<file path="src/rtl/icm_pkg.sv">
package icm_pkg;
    localparam int NUM_OPS  = 3;
    localparam int OP_ON    = 0;
    localparam int OP_OFF   = 1;
    localparam int OP_WIPE  = 2;

    localparam logic [1:0] A_CMD  = 2'd0;
    localparam logic [1:0] A_STAT = 2'd1;
    localparam logic [1:0] A_MASK = 2'd2;

    typedef enum logic [1:0] {
        ST_IDLE = 2'd0,
        ST_ON   = 2'd1,
        ST_OFF  = 2'd2,
        ST_WIPE = 2'd3
    } icm_state_e;

    typedef logic [NUM_OPS-1:0] icm_ops_t;
endpackage

</file>
<file path="src/rtl/icm_regs.sv">
module icm_regs
    import icm_pkg::*;
(
    input  logic       clk,
    input  logic       rst_n,
    input  logic       reg_we,
    input  logic [1:0] reg_addr,
    input  icm_ops_t   reg_wdata,
    output icm_ops_t   reg_rdata,
    input  icm_ops_t   done,
    input  logic       busy,
    input  logic       cache_on,
    output icm_ops_t   cmd_go,
    output icm_ops_t   status,
    output icm_ops_t   irq
);
    typedef struct packed {
        icm_ops_t stat;
        icm_ops_t mask;
    } regs_t;

    regs_t r_d, r_q;

    always_comb begin
        r_d = r_q;
        if (reg_we && reg_addr == A_STAT) begin
            r_d.stat = r_q.stat & ~reg_wdata;
        end
        if (reg_we && reg_addr == A_MASK) begin
            r_d.mask = reg_wdata;
        end
        // completions take priority over a same-cycle clear
        r_d.stat = r_d.stat | done;
    end

    always_ff @(posedge clk or negedge rst_n) begin
        if (!rst_n) begin
            r_q <= '0;
        end else begin
            r_q <= r_d;
        end
    end

    always_comb begin
        cmd_go = (reg_we && reg_addr == A_CMD) ? reg_wdata : '0;
    end

    always_comb begin
        unique case (reg_addr)
            A_CMD:   reg_rdata = {1'b0, busy, cache_on};
            A_STAT:  reg_rdata = r_q.stat;
            A_MASK:  reg_rdata = r_q.mask;
            default: reg_rdata = '0;
        endcase
    end

    assign status = r_q.stat;
    assign irq    = r_q.stat & r_q.mask;
endmodule

</file>
<file path="src/rtl/icm_seq.sv">
module icm_seq
    import icm_pkg::*;
#(
    parameter int LINES  = 64,
    parameter int EN_LAT = 4,
    localparam int IDX_W = $clog2(LINES),
    localparam int LAT_W = $clog2(EN_LAT + 1)
) (
    input  logic             clk,
    input  logic             rst_n,
    input  icm_ops_t         cmd_go,
    input  logic             fill_busy,
    output icm_ops_t         done,
    output logic             busy,
    output logic             cache_on,
    output logic             wiping,
    output logic [IDX_W-1:0] idx,
    output icm_state_e       state
);
    typedef struct packed {
        icm_state_e       st;
        logic             on;
        logic [IDX_W-1:0] idx;
        logic [LAT_W-1:0] lat;
    } seq_t;

    seq_t s_d, s_q;

    always_comb begin
        s_d  = s_q;
        done = '0;
        unique case (s_q.st)
            ST_IDLE: begin
                if (cmd_go[OP_WIPE]) begin
                    s_d.st  = ST_WIPE;
                    s_d.idx = '0;
                end else if (cmd_go[OP_OFF]) begin
                    s_d.st = ST_OFF;
                    s_d.on = 1'b0;
                end else if (cmd_go[OP_ON]) begin
                    s_d.st  = ST_ON;
                    s_d.lat = '0;
                end
            end
            ST_ON: begin
                if (s_q.lat == LAT_W'(EN_LAT - 1)) begin
                    s_d.st      = ST_IDLE;
                    s_d.on      = 1'b1;
                    done[OP_ON] = 1'b1;
                end else begin
                    s_d.lat = s_q.lat + 1'b1;
                end
            end
            ST_OFF: begin
                if (!fill_busy) begin
                    s_d.st       = ST_IDLE;
                    done[OP_OFF] = 1'b1;
                end
            end
            ST_WIPE: begin
                if (s_q.idx == IDX_W'(LINES - 1)) begin
                    s_d.st        = ST_IDLE;
                    done[OP_WIPE] = 1'b1;
                end else begin
                    s_d.idx = s_q.idx + 1'b1;
                end
            end
            default: s_d.st = ST_IDLE;
        endcase
    end

    always_ff @(posedge clk or negedge rst_n) begin
        if (!rst_n) begin
            s_q <= '{st: ST_IDLE, on: 1'b0, idx: '0, lat: '0};
        end else begin
            s_q <= s_d;
        end
    end

    assign busy     = (s_q.st != ST_IDLE);
    assign cache_on = s_q.on;
    assign wiping   = (s_q.st == ST_WIPE);
    assign idx      = s_q.idx;
    assign state    = s_q.st;
endmodule

</file>
<file path="src/rtl/icm_fetch_gate.sv">
module icm_fetch_gate (
    input  logic cache_on,
    input  logic wiping,
    input  logic lookup_hit_raw,
    output logic hit,
    output logic bypass
);
    always_comb begin
        hit    = lookup_hit_raw && cache_on && !wiping;
        bypass = !cache_on;
    end
endmodule

</file>
<file path="src/rtl/icm_maint_ctrl.sv">
module icm_maint_ctrl
    import icm_pkg::*;
#(
    parameter int LINES  = 64,
    parameter int EN_LAT = 4,
    localparam int IDX_W = $clog2(LINES)
) (
    input  logic             clk,
    input  logic             rst_n,
    input  logic             reg_we,
    input  logic [1:0]       reg_addr,
    input  logic [2:0]       reg_wdata,
    output logic [2:0]       reg_rdata,
    input  logic             fill_busy,
    input  logic             lookup_hit_raw,
    output logic             hit,
    output logic             bypass,
    output logic             vld_en,
    output logic             vld_clr,
    output logic [IDX_W-1:0] vld_idx,
    output logic             irq_on_done,
    output logic             irq_off_done,
    output logic             irq_wipe_done
);
    icm_ops_t   cmd_go_w, done_w, status_w, irq_w;
    logic       busy_w, on_w, wiping_w;
    icm_state_e state_w;

    icm_regs u_regs (
        .clk       (clk),
        .rst_n     (rst_n),
        .reg_we    (reg_we),
        .reg_addr  (reg_addr),
        .reg_wdata (reg_wdata),
        .reg_rdata (reg_rdata),
        .done      (done_w),
        .busy      (busy_w),
        .cache_on  (on_w),
        .cmd_go    (cmd_go_w),
        .status    (status_w),
        .irq       (irq_w)
    );

    icm_seq #(.LINES(LINES), .EN_LAT(EN_LAT)) u_seq (
        .clk       (clk),
        .rst_n     (rst_n),
        .cmd_go    (cmd_go_w),
        .fill_busy (fill_busy),
        .done      (done_w),
        .busy      (busy_w),
        .cache_on  (on_w),
        .wiping    (wiping_w),
        .idx       (vld_idx),
        .state     (state_w)
    );

    icm_fetch_gate u_gate (
        .cache_on       (on_w),
        .wiping         (wiping_w),
        .lookup_hit_raw (lookup_hit_raw),
        .hit            (hit),
        .bypass         (bypass)
    );

    assign vld_en        = on_w;
    assign vld_clr       = wiping_w;
    assign irq_on_done   = irq_w[OP_ON];
    assign irq_off_done  = irq_w[OP_OFF];
    assign irq_wipe_done = irq_w[OP_WIPE];
endmodule

</file>
<file path="config.mk">
export PLATFORM = sky130hd
export DESIGN_NAME = icm_maint_ctrl
export DESIGN_NICKNAME = d
export VERILOG_FILES = /design/src/rtl/icm_pkg.sv /design/src/rtl/icm_regs.sv /design/src/rtl/icm_seq.sv /design/src/rtl/icm_fetch_gate.sv /design/src/rtl/icm_maint_ctrl.sv
export SDC_FILE = /design/constraint.sdc
export NUM_CORES = 1
export LEC_CHECK = 0
export BUFFER_PORTS_ARGS = -buffer_cell sky130_fd_sc_hd__buf_4
export CORE_ASPECT_RATIO = 1.5
export CORE_MARGIN = 5
export CORE_UTILIZATION = 33
export DETAILED_ROUTE_END_ITERATION = 6
export PLACE_DENSITY = 0.5
export SLEW_MARGIN = 10
export SYNTH_ARGS = -nofsm -noshare
export SYNTH_HDL_FRONTEND = slang
export SYNTH_SLANG_ARGS = --single-unit
</file>
<file path="constraint.sdc">
create_clock -name clk -period 3.9 [get_ports clk]
set_input_delay 0.78 -clock clk [delete_from_list [all_inputs] [get_ports clk]]
set_output_delay 0.78 -clock clk [all_outputs]
set_load 0.02 [all_outputs]
</file>
* Word-level counts from Yosys, hierarchy flattened
Index checks and enable logic that the tools add are counted.
Word-level totals: output and inout bits 16, register bits 18, word-level logic and storage cells 73
Operators by class: reductions and logical operators 16, muxes and demuxes 27, $add $sub $neg 2, bitwise operators 4, equality and inequality tests 18
Operators by type and width (number):
- $mux W3 | 7
- $ne A2 B2 Y1 const B | 9
- $mux W6 | 2
- $pmux W6 S2 | 1
- $mux W2 | 5
- $pmux W3 S3 | 1
- $mux W1 | 8
- $pmux W2 S4 | 1
- $reduce_and A4 Y1 | 2
- $add A6 B1 Y6 const B | 1
- $and A3 B3 Y3 | 2
- $eq A2 B2 Y1 const B | 3
- $eq A6 B6 Y1 const B | 1
- $pmux W3 S2 | 1
- $reduce_bool A2 Y1 | 3
- $logic_and A1 B1 Y1 | 5
- $reduce_and A5 Y1 | 1
- $eq A2 B1 Y1 const B | 2
- $logic_not A2 Y1 | 2
- $ne A4 B4 Y1 const B | 1
- $add A3 B1 Y3 const B | 1
- $eq A3 B2 Y1 const B | 1
- $not A3 Y3 | 1
- $or A3 B3 Y3 | 1
- other kinds (4) | 5

* Logic depth before layout (Yosys ltp)
Gate-level depths: netlist of the first run.
depth in word-level cells 7, mapped depth 6

* Modules after synthesis
A second synthesis of the first run with hierarchy kept.
Unflattened totals: cells, all modules 117, area total of the unflattened synthesis 1161.1 µm²
By module, submodules not included:
- icm_seq | times used 1, cells each 81, sequential area each 300.3 µm², area an instance 750.7 µm²
- icm_regs | times used 1, cells each 34, sequential area each 150.1 µm², area an instance 397.9 µm²
- icm_fetch_gate | times used 1, cells each 2, sequential area each 0.0 µm², area an instance 12.5 µm²

* Worst setup path after synthesis of the first run
Ideal clock, no wire load.
kind input to output, start point in reg_addr[0], end point out reg_rdata[1], stages 3, path buffers 0, data arrival time 1.381 ns, path slack 1.739 ns, cells stage by stage nor2_1 > a21oi_1 > o21ai_0
On the way: longest elaborated chain between the ends 2
Ends and longest elaborated chain:
- from (decl) | RTL line icm_maint_ctrl.sv:11 | input logic [1:0] reg_addr,
- $eq A2 B2 Y1, or another cell as far along | RTL line icm_regs.sv:49 | unique case (reg_addr)
- $pmux W3 S3 (*) | RTL line icm_regs.sv:49
- to (decl) | RTL line icm_maint_ctrl.sv:13 | output logic [2:0] reg_rdata,
Every way passes the cells marked *; elsewhere a longest branch is shown, timed or not.

* Worst setup path after layout of the first run
Ends and elaborated chain as after synthesis.

==> results of run 1 <==
per-layer routing:
layer,vias to the layer above,GRT usage [%]
met5,-,0
met3,4,3.055
met1,406,14.72
met4,0,5.568
li1,435,-
met2,28,21.30
synth_stat cells, types with 2 or more instances:
| master | instances |
|---|---|
| sky130_fd_sc_hd__buf_4 | 6 |
| sky130_fd_sc_hd__and3_1 | 2 |
| sky130_fd_sc_hd__a21oi_1 | 3 |
| sky130_fd_sc_hd__and2_1 | 3 |
| sky130_fd_sc_hd__a22o_1 | 5 |
| sky130_fd_sc_hd__xor2_1 | 2 |
| sky130_fd_sc_hd__dfrtp_1 | 18 |
| sky130_fd_sc_hd__mux2_2 | 3 |
| sky130_fd_sc_hd__inv_1 | 5 |
| sky130_fd_sc_hd__nor2_2 | 2 |
| sky130_fd_sc_hd__o211ai_1 | 4 |
| sky130_fd_sc_hd__nor3b_4 | 2 |
| sky130_fd_sc_hd__nand2_1 | 16 |
| sky130_fd_sc_hd__nand3_1 | 6 |
| sky130_fd_sc_hd__o21ai_0 | 9 |
| sky130_fd_sc_hd__and3_2 | 2 |
| sky130_fd_sc_hd__ha_1 | 3 |
| sky130_fd_sc_hd__nor2_1 | 3 |
cells by family (layout without fill, tap and decap cells):
group / Yosys count / count (layout) / synth area share, %
multiplexers: 5 / 5 / 5.427
flip-flops: 18 / 18 / 41.57
AND/OR/NAND/NOR: 43 / 43 / 23.44
XOR/XNOR: 2 / 2 / 1.617
AO/OA/AOI/OAI: 27 / 27 / 18.13
adder cells (fa/ha/maj): 3 / 3 / 3.465
buffers and inverters: 12 / 34 / 6.350
worst max-delay path by stage:
stage | start | to | slack [ns] | cells past startpoint
6_report | reg_addr[0] | reg_rdata[1] | 1.64 | 5
4_1_cts | reg_addr[0] | reg_rdata[0] | 1.64 | 5
3_5_place_dp | reg_addr[0] | reg_rdata[0] | 1.64 | 5
5_1_grt | u_seq.state[1] | reg_rdata[1] | 1.56 | 5
3_3_place_gp | reg_addr[0] | reg_rdata[0] | 1.67 | 5
2_1_floorplan | reg_addr[0] | reg_rdata[1] | 1.74 | 3
flip-flops by register name, summed over array words and instances (netlist names):
register	flops
u_seq.cache_on	1
u_regs.status	3
u_regs.r_q	3
u_seq.idx	6
u_seq.s_q	3
u_seq.state	2
final cells by class:
class                   instances  area, sq um
fillers                       328         1833
multi-input cells              80        564.3
flip-flops and latches         18        450.4
repair buffers                 25        187.7
clock buffers                   4        55.05
well taps                      40        50.05
inverters                       5        18.77
power breakdown:
| group | internal, mW | leakage, nW | switching [mW] | total (mW) |
|---|---|---|---|---|
| clock | 0.0897 | 0.0288 | 0.0641 | 0.154 |
| sequential | 0.250 | 0.227 | 0.0881 | 0.338 |
| combinational | 0.168 | 0.391 | 0.170 | 0.338 |
| total | 0.507 | 0.647 | 0.322 | 0.830 |
critical path, delay by kind of cell:
kind / cells / cell delay, ns
and+or+nand+nor: 2 / 0.31
AOI/OAI and AO/OA: 1 / 0.07
buffers and inverters: 2 / 0.31
==> impl_summary.txt, run 1 <==
----------------------------------------------------
[Timing]
  Final worst setup slack ... 1.642 ns
  Top achievable clock speed ... about 0.44 GHz
  Worst-margin pin slew ... about 0.36 ns
  Final Critical Period ... about 2.3 ns
  Final period utilization ... between 50% and 60%
  Setup repair after global routing missed its margin ... false
  Rel. slew slack ... 75.89%
  Total count of max-transition violations in the final report ... 0
  Setup-violating endpoint count in the final report ... 0
  Minimum hold slack ... ~0.38 ns
  Final Hold Vio Count ... 0
  Total Negative Setup Slacks ... 0 ns
  Setup skew after layout ... 0.001386 ns

[Power]
  PwrDens ... around 630 nW/um^2
  IR Drop Worst-Case VDD ... roughly 0.00029 V
  Leakage ... ~0.65 nW
  Total power draw ... 829.6 uW

[Die]
  Floorplan die area ... between 4000 and 5000 sq um
  Die span in x ... 56.79 um
  Initial standard-cell utilization of the core ... roughly 34%
  Placeable core area ... about 3200 sq um
  Die H ... roughly 80 um
  IO Pins ... 26
  Number of cell rows ... 25

[Clocking]
  Hold buffers post-CTS ... 0
  Count of clock tree sinks ... 18
  Clock insertion delay at the later pin of the skew report ... ~0.25 ns
  Post-cts repair resize count ... 0
  Setup Fix Bufs, Post-CTS ... 0
  Largest buffer count on any clock path ... 2
  Clock buffers created by TritonCTS ... 3
  Clk root buf ... sky130_fd_sc_hd__clkbuf_8
  Clock tree from TritonCTS ... built
  Clock-pin slew reported for the worst setup and hold paths after clock tree synthesis ... approximately 0.070 ns
  Number of levels in the clock H-tree ... 1

[GRT]
  Via count of the first global-routing pass ... approximately 930
  Antenna violations before repair ... 0
  Remaining global-route overflow ... 0
  Pin count of the biggest net entering global routing ... 19
  Global-route wire length before repair ... ~4500 um
  Total global routing track utilization ... about an eighth

[Critical path]
  Crit path top cell by count ... sky130_fd_sc_hd__buf_4
  Largest fanout of any net on the critical path ... 7
  Max incr delay on CP ... around 0.25 ns
  Cell breakdown of the critical path ... buf_4, and2b_1, nand2_1, o21ai_0, buf_4
  Register-to-register setup slack ... about 2.3 ns
  Worst R2R Path Depth ... 5
  Data arrival time at the worst-slack endpoint ... 1.48 ns
  Capturing element type of the critical path ... output pin
  Crit path kind ... in -> out
  Highest-delay cell along the critical path ... sky130_fd_sc_hd__and2b_1
  Critical register-to-register path endpoint ... u_seq.s_q[0]
  Sort of element at the start of the critical path ... input port
  Startpoint of the lowest-slack register-to-register path ... u_seq.s_q[0]
  Worst endpoint required time ... about 3.1 ns

[Detailed routing]
  Vias per Instance ... between 5 and 6
  Post-route antenna net violation count ... 0
  Routed len/inst ... 14.95 um
  Post-route DRC ... 0
  Uppermost layer routed ... met4
  Routed wire length ... between 2000 and 3000 um
  Routed metal-1 wirelength ... between 1000 and 1500 um
  Initial DRT Pass Iterations ... 4
  Drt initial violations ... 7
  Wire length on met3 ... about 160 um
  Total via count in the routed design ... ~870
  Routed wire length on met2 ... roughly 1200 um

[Cells and area]
  Final core utilization ... 41.98%
  Most used cells in the layout excluding fill and tap cells ... 25 x sky130_fd_sc_hd__buf_4, 18 x sky130_fd_sc_hd__dfrtp_1, 16 x sky130_fd_sc_hd__nand2_1
  Non-Filler Instances ... about 170
  Diodes inserted ... 0
  Layout cell share with drive strength beyond 1 ... 33.33%
  Fin nets ... between 100 and 150
  Most common library cell in the layout ignoring fill and taps ... sky130_fd_sc_hd__buf_4
  Post-route standard cell area excluding fillers ... roughly 1300 sq um
  Area added between synthesis and finish ... 22.40%

[Yosys]
  Sequential cell area fraction in the yosys report ... 41.57%
  YS warnings ... 0
  Cell Area, Synth ... ~1100 sq um
  Post-synth EDFFs ... 0
  Cell types occupying the most area after synthesis ... sky130_fd_sc_hd__dfrtp_1 42%, sky130_fd_sc_hd__nand2_1 5.5%, sky130_fd_sc_hd__o21ai_0 4.2%
  Number of instances in the synthesized netlist ... 110
  Number of register bits inferred by synthesis ... 18
  Yosys top cell area share ... between 40 and 50%
  Library cells used by synthesis ... 34
  Fraction of registers with async set/reset ... 100.0%
  Synth Net Count ... approximately 120
  Area leader, netlist ... sky130_fd_sc_hd__dfrtp_1
  Top flip-flop cell by instance count after synthesis ... sky130_fd_sc_hd__dfrtp_1
  Post-Synthesis Mean Instance Area ... between 9 and 10 sq um

[Place]
  HPWL after detailed placement ... slightly below 2000 um
  Count of buffers inserted at the top-level ports ... 25
  DP Worst Slack ... 1.639 ns
  RD Place Congestion ... 0.8200
  DP Cell Count ... between 150 and 200
  Placed Instance Area ... between 1000 and 1500 sq um

[Job]
  Number of max-cap violations ... 0

[Worst hold path]
  Hold Crit Class ... in -> async

[Outcome]
  Run status ... finished, final reports clean

----------------------------------------------------
(Power assumes the default switching activity.)
==> inputs of run 2 (changes only) <==
Settings changed: PLACE_DENSITY 0.5 to 0.52.
Clock period 3.9 ns to 1.95 ns, I/O delays scaled along.
==> impl_summary.txt, run 2 (synthesis gave the netlist of run 1 again) <==
----------------------------------------------------
[Outcome]
  Run status ... finished with violations (was finished, final reports clean)
  Violations in the final reports ... negative hold slack

[Cells and area]
  Fin nets ... 146 (unchanged)
  Non-Filler Instances ... 171 (was 172)
  Diodes inserted ... 0 (unchanged)
  Area added between synthesis and finish ... 21.59% (was 22.40%)
  Layout cell share with drive strength beyond 1 ... 32.82% (was 33.33%)
  Most used cells in the layout excluding fill and tap cells ... 25 x sky130_fd_sc_hd__buf_4, 18 x sky130_fd_sc_hd__dfrtp_1, 16 x sky130_fd_sc_hd__nand2_1 (unchanged)
  Most common library cell in the layout ignoring fill and taps ... sky130_fd_sc_hd__buf_4 (unchanged)
  Layout filler cell count ... 317 (was 328)
  Largest register FFs ... 6 (unchanged)

[Die]
  Die H ... 80.18 um (unchanged)
  Die span in x ... 56.79 um (unchanged)
  Number of cell rows ... 25 (unchanged)
  Initial standard-cell utilization of the core ... 34.30% (unchanged)
  IO Pins ... 26 (unchanged)
  Floorplan die area ... 4553 sq um (unchanged)
  Placeable core area ... 3159 sq um (unchanged)

[Place]
  DP Worst Slack ... 0.3372 ns (was 1.639 ns)
  RD Place Congestion ... 0.8101 (was 0.8200)
  Count of buffers inserted at the top-level ports ... 25 (unchanged)
  DP Cell Count ... 168 (unchanged)
  HPWL after detailed placement ... 1944 um (was 1990 um)

[Power]
  Leakage ... 0.6411 nW (was 0.6468 nW)
  Total power draw ... 1.622 mW (was 829.6 uW)
  IR Drop Worst-Case VDD ... 0.0006178 V (was 0.0002937 V)
  PwrDens ... 1231 nW/um^2 (was 625.5 nW/um^2)

[Critical path]
  Capturing element type of the critical path ... output pin (unchanged)
  Data arrival time at the worst-slack endpoint ... 1.39 ns (was 1.48 ns)
  Sort of element at the start of the critical path ... flop (was input port)
  Max incr delay on CP ... 0.57 ns (was 0.25 ns)
  Cell breakdown of the critical path ... nand2_4, and3_2, buf_4 (was buf_4, and2b_1, nand2_1, o21ai_0, buf_4)
  Crit path kind ... reg -> out (was in -> out)
  Number of buffer and inverter stages on the critical path ... 1 (was 2)
  Highest-delay cell along the critical path ... sky130_fd_sc_hd__dfrtp_1 (was sky130_fd_sc_hd__and2b_1)
  Largest fanout of any net on the critical path ... 8 (was 7)
  Worst endpoint required time ... 1.56 ns (was 3.12 ns)
  Largest delay share family, worst path ... flip-flops (was buffers and inverters)

[Clocking]
  Clk root buf ... sky130_fd_sc_hd__clkbuf_8 (unchanged)
  Clock-pin slew reported for the worst setup and hold paths after clock tree synthesis ... 0.07 ns (about the same)
  Clock insertion delay at the later pin of the skew report ... 0.25 ns (about the same)
  Clock buffers created by TritonCTS ... 3 (unchanged)
  Clock tree from TritonCTS ... built (unchanged)
  Count of clock tree sinks ... 18 (unchanged)
  Largest buffer count on any clock path ... 2 (unchanged)
  Number of levels in the clock H-tree ... 1 (unchanged)

[Timing]
  Top achievable clock speed ... ~0.56 GHz
  Final worst setup slack ... 0.1675 ns (was 1.642 ns)
  Setup skew after layout ... 0.002575 ns (was 0.001386 ns)
  Final Critical Period ... between 1.5 and 2 ns
  Worst-margin pin slew ... 0.3822 ns (was 0.3616 ns)
  Setup-violating endpoint count in the final report ... 0 (unchanged)
  Setup repair after global routing missed its margin ... false (unchanged)
  Total count of max-transition violations in the final report ... 0 (unchanged)
  Rel. slew slack ... 74.52% (was 75.89%)
  Total Negative Setup Slacks ... 0 ns (unchanged)
  Final Hold Vio Count ... 10 (was 0)
  Final period utilization ... 91.41%
  Minimum hold slack ... -0.004207 ns (was 0.3840 ns)

[GRT]
  Global-route wire length before repair ... 4312 um (was 4450 um)
  Remaining global-route overflow ... 0 (unchanged)
  Via count of the first global-routing pass ... 922 (was 928)
  Antenna violations before repair ... 0 (unchanged)
  Total global routing track utilization ... 12.28% (was 12.51%)
  Pin count of the biggest net entering global routing ... 19 (unchanged)

[Detailed routing]
  Total via count in the routed design ... 889 (was 873)
  Post-route antenna net violation count ... 0 (unchanged)
  Initial DRT Pass Iterations ... 4 (unchanged)
  Vias per Instance ... 5.199 (was 5.076)
  Routed len/inst ... 14.65 um (was 14.95 um)
  Post-route DRC ... 0 (unchanged)
  Routed wire length ... 2505 um (was 2571 um)
  Drt initial violations ... 17 (was 7)

[Job]
  Number of max-cap violations ... 0 (unchanged)

[Worst hold path]
  Hold Crit Class ... in -> async (unchanged)

----------------------------------------------------
[run 2: per-stage QoR]
| step | util, % | hold WS (ns) | area, sq um |
|---|---|---|---|
| floorplan | - | 0.09441 | 1084 |
| global placement | 40.24 | 0.2736 | 1271 |
| detailed placement | 40.24 | 0.2777 | 1271 |
| CTS | 41.54 | 0.002107 | 1313 |
| global route | 41.70 | 0.01574 | 1318 |
| finish | 41.70 | -0.004207 | 1318 |
[run 2: final cells by class]
| type | instances | area, sq um | area share [%] |
|---|---|---|---|
| multi-input cells | 80 | 569.3 | 43.21 |
| flip-flops and latches | 18 | 450.4 | 34.19 |
| repair buffers | 25 | 187.7 | 14.25 |
| well taps | 40 | 50.05 | 3.799 |
| clock buffers | 3 | 41.29 | 3.134 |
| inverters | 5 | 18.77 | 1.425 |
[run 2: layer usage]
metal / share of wire, % / GRT usage (%) / vias up / wire length, um
met3: 5.3 / 2.412 / 5 / 132
met4: 2.4 / 6.961 / 0 / 61
met1: 42 / 13.55 / 429 / 1052
met2: 50 / 21.64 / 22 / 1259
li1: - / - / 433 / -
met5: 0 / 0 / - / 0
[run 2: path summary, 6_finish.rpt]
check                                from       endpoint  slack, ns  cells after the start
max reg2reg                  u_seq.s_q[0]   u_seq.s_q[0]       0.35                      5
min in group clk             reg_wdata[0]  u_regs.r_q[0]       0.39                      2
min reg2reg                  u_seq.s_q[2]   u_seq.s_q[2]       0.51                      1
min                                 rst_n  u_regs.r_q[1]     -0.004                      1
max                        u_seq.state[1]            hit       0.17                      3
max in group asynchronous           rst_n   u_seq.s_q[1]       1.75                      1
[run 2: worst reg2reg max path: stages (launching register included)]
cell and delay, ns:
sky130_fd_sc_hd__dfrtp_1 0.39, sky130_fd_sc_hd__ha_1 0.20, sky130_fd_sc_hd__ha_1 0.22, sky130_fd_sc_hd__nor3b_4 0.28, sky130_fd_sc_hd__o21ai_2 0.13, sky130_fd_sc_hd__mux2_2 0.27
[run 2: repair_timing]
item                       in CTS  in global routing
hold buffers                    0                  0
setup endpoints to repair       0                  1
setup buffers                   0                  0
gates resized for setup         0                  1
[run 2: where the power goes]
| group | switching (mW) | leakage [nW] | total (mW) | internal (mW) |
|---|---|---|---|---|
| sequential | 0.181 | 0.227 | 0.681 | 0.500 |
| combinational | 0.341 | 0.392 | 0.681 | 0.340 |
| clock | 0.122 | 0.0216 | 0.260 | 0.137 |
| total | 0.645 | 0.641 | 1.62 | 0.977 |
==> inputs of run 3 (changes only) <==
Settings changed: CTS_BUF_LIST set to sky130_fd_sc_hd__clkbuf_16.
==> impl_summary.txt, run 3 (synthesis gave the netlist of run 1 again) <==
----------------------------------------------------
[Critical path]
  First element of the critical path ... u_seq.state[1] (unchanged)
  Register-to-register setup slack ... 0.36 ns (was 0.35 ns)
  Cell breakdown of the critical path ... nand2_4, and3_2, buf_4 (unchanged)
  Largest fanout of any net on the critical path ... 8 (unchanged)
  Sort of element at the start of the critical path ... flop (unchanged)
  Max incr delay on CP ... 0.57 ns (about the same)
  Critical register-to-register path endpoint ... u_seq.s_q[0] (unchanged)
  Capturing element type of the critical path ... output pin (unchanged)
  Worst R2R Path Depth ... 5 (unchanged)
  Startpoint of the lowest-slack register-to-register path ... u_seq.s_q[0] (unchanged)
  Crit path kind ... reg -> out (unchanged)
  Highest-delay cell along the critical path ... sky130_fd_sc_hd__dfrtp_1 (unchanged)
  Data arrival time at the worst-slack endpoint ... 1.38 ns (was 1.39 ns)
  Largest delay share family, worst path ... flip-flops (unchanged)
  Number of buffer and inverter stages on the critical path ... 1 (unchanged)
  Stages on the worst setup path ... 3 (unchanged)
  Worst endpoint required time ... 1.56 ns (about the same)
  Worst setup path endpoint ... hit (unchanged)

[Cells and area]
  Final core utilization ... 42.77% (was 41.70%)
  Most common library cell in the layout ignoring fill and taps ... sky130_fd_sc_hd__buf_4 (unchanged)
  Diodes inserted ... 0 (unchanged)
  Layout cell share with drive strength beyond 1 ... 32.82% (unchanged)
  Non-Filler Instances ... 171 (unchanged)
  Fin nets ... 146 (unchanged)
  Post-route standard cell area excluding fillers ... 1351 sq um (was 1318 sq um)
  Area added between synthesis and finish ... 24.71% (was 21.59%)
  Most used cells in the layout excluding fill and tap cells ... 25 x sky130_fd_sc_hd__buf_4, 18 x sky130_fd_sc_hd__dfrtp_1, 16 x sky130_fd_sc_hd__nand2_1 (unchanged)
  Largest register FFs ... 6 (unchanged)

[Worst hold path]
  Hold Crit Class ... in -> async (unchanged)

[Place]
  RD Place Congestion ... 0.8101 (unchanged)
  HPWL after detailed placement ... 1944 um (unchanged)
  DP Worst Slack ... 0.3372 ns (unchanged)
  Placed Instance Area ... 1271 sq um (unchanged)
  Count of buffers inserted at the top-level ports ... 25 (unchanged)
  DP Cell Count ... 168 (unchanged)

[GRT]
  Total global routing track utilization ... 12.11% (was 12.28%)
  Pin count of the biggest net entering global routing ... 19 (unchanged)
  Remaining global-route overflow ... 0 (unchanged)
  Global-route wire length before repair ... 4347 um (was 4312 um)
  Via count of the first global-routing pass ... 927 (was 922)
  Antenna violations before repair ... 0 (unchanged)

[Clocking]
  Number of levels in the clock H-tree ... 1 (unchanged)
  Count of clock tree sinks ... 18 (unchanged)
  Clock tree from TritonCTS ... built (unchanged)
  Post-cts repair resize count ... 0 (unchanged)
  Clock insertion delay at the later pin of the skew report ... 0.24 ns (was 0.25 ns)
  Hold buffers post-CTS ... 0 (unchanged)
  Setup Fix Bufs, Post-CTS ... 0 (unchanged)
  Largest buffer count on any clock path ... 2 (unchanged)
  Clk root buf ... sky130_fd_sc_hd__clkbuf_16 (was sky130_fd_sc_hd__clkbuf_8)
  Clock buffers created by TritonCTS ... 3 (unchanged)
  Clock-pin slew reported for the worst setup and hold paths after clock tree synthesis ... 0.05 ns (was 0.07 ns)

[Detailed routing]
  Post-route DRC ... 0 (unchanged)
  Total via count in the routed design ... 886 (was 889)
  Post-route antenna net violation count ... 0 (unchanged)
  Drt initial violations ... 16 (was 17)
  Vias per Instance ... 5.181 (was 5.199)
  Initial DRT Pass Iterations ... 4 (unchanged)
  Routed wire length ... 2487 um (was 2505 um)
  Routed len/inst ... 14.54 um (was 14.65 um)

[Timing]
  Total count of max-transition violations in the final report ... 0 (unchanged)
  Total Negative Setup Slacks ... 0 ns (unchanged)
  Setup repair after global routing missed its margin ... false (unchanged)
  Final Critical Period ... 1.767 ns (was 1.783 ns)
  Top achievable clock speed ... 0.5659 GHz (was 0.5610 GHz)
  Minimum hold slack ... 0.007250 ns (was -0.004207 ns)
  Setup skew after layout ... 0.001351 ns (was 0.002575 ns)
  Final worst setup slack ... 0.1830 ns (was 0.1675 ns)
  Final Hold Vio Count ... 0 (was 10)
  Worst-margin pin slew ... 0.3833 ns (was 0.3822 ns)
  Final period utilization ... 90.61% (was 91.41%)
  Setup-violating endpoint count in the final report ... 0 (unchanged)
  Rel. slew slack ... 74.45% (was 74.52%)

[Power]
  Total power draw ... 1.765 mW (was 1.622 mW)
  Leakage ... 0.6565 nW (was 0.6411 nW)
  PwrDens ... 1306 nW/um^2 (was 1231 nW/um^2)
  IR Drop Worst-Case VDD ... 0.0007275 V (was 0.0006178 V)

[Die]
  Die H ... 80.18 um (unchanged)
  Die span in x ... 56.79 um (unchanged)
  IO Pins ... 26 (unchanged)
  Floorplan die area ... 4553 sq um (unchanged)
  Initial standard-cell utilization of the core ... 34.30% (unchanged)
  Number of cell rows ... 25 (unchanged)
  Placeable core area ... 3159 sq um (unchanged)

[Outcome]
  Run status ... finished, final reports clean (was finished with violations)

[Job]
  Number of max-cap violations ... 0 (unchanged)

----------------------------------------------------
## run 3: how the worst min path moves through the flow
stage | cells after the start | endpoint | slack [ns] | from
floorplan | 0 | u_regs.r_q[0] | 0.09 | rst_n
global placement | 1 | u_regs.r_q[1] | 0.27 | rst_n
detailed placement | 1 | u_regs.r_q[1] | 0.28 | rst_n
CTS | 1 | u_regs.r_q[1] | 0.02 | rst_n
global route | 1 | u_regs.r_q[1] | 0.03 | rst_n
finish | 1 | u_regs.r_q[1] | 0.007 | rst_n
## run 3: report_power, final
| group | internal (mW) | switching (mW) |
|---|---|---|
| logic | 0.340 | 0.342 |
| registers | 0.501 | 0.182 |
| clock network | 0.270 | 0.130 |
| total | 1.11 | 0.655 |
## run 3: area by class of cell
type | instances | area, sq um
Inverter | 5 | 18.77
Multi-Input combinational cell | 80 | 569.3
Sequential cell | 18 | 450.4
Fill cell | 306 | 1808
Timing Repair Buffer | 25 | 187.7
Clock buffer | 3 | 75.07
Tap cell | 40 | 50.05
## run 3: layer usage
metal | up-vias | GRT usage, % | wire (um)
met5 | - | 0 | 0
met2 | 26 | 21.88 | 1258
li1 | 434 | - | -
met4 | 0 | 4.872 | 40
met1 | 421 | 13.75 | 1048
met3 | 5 | 2.412 | 140
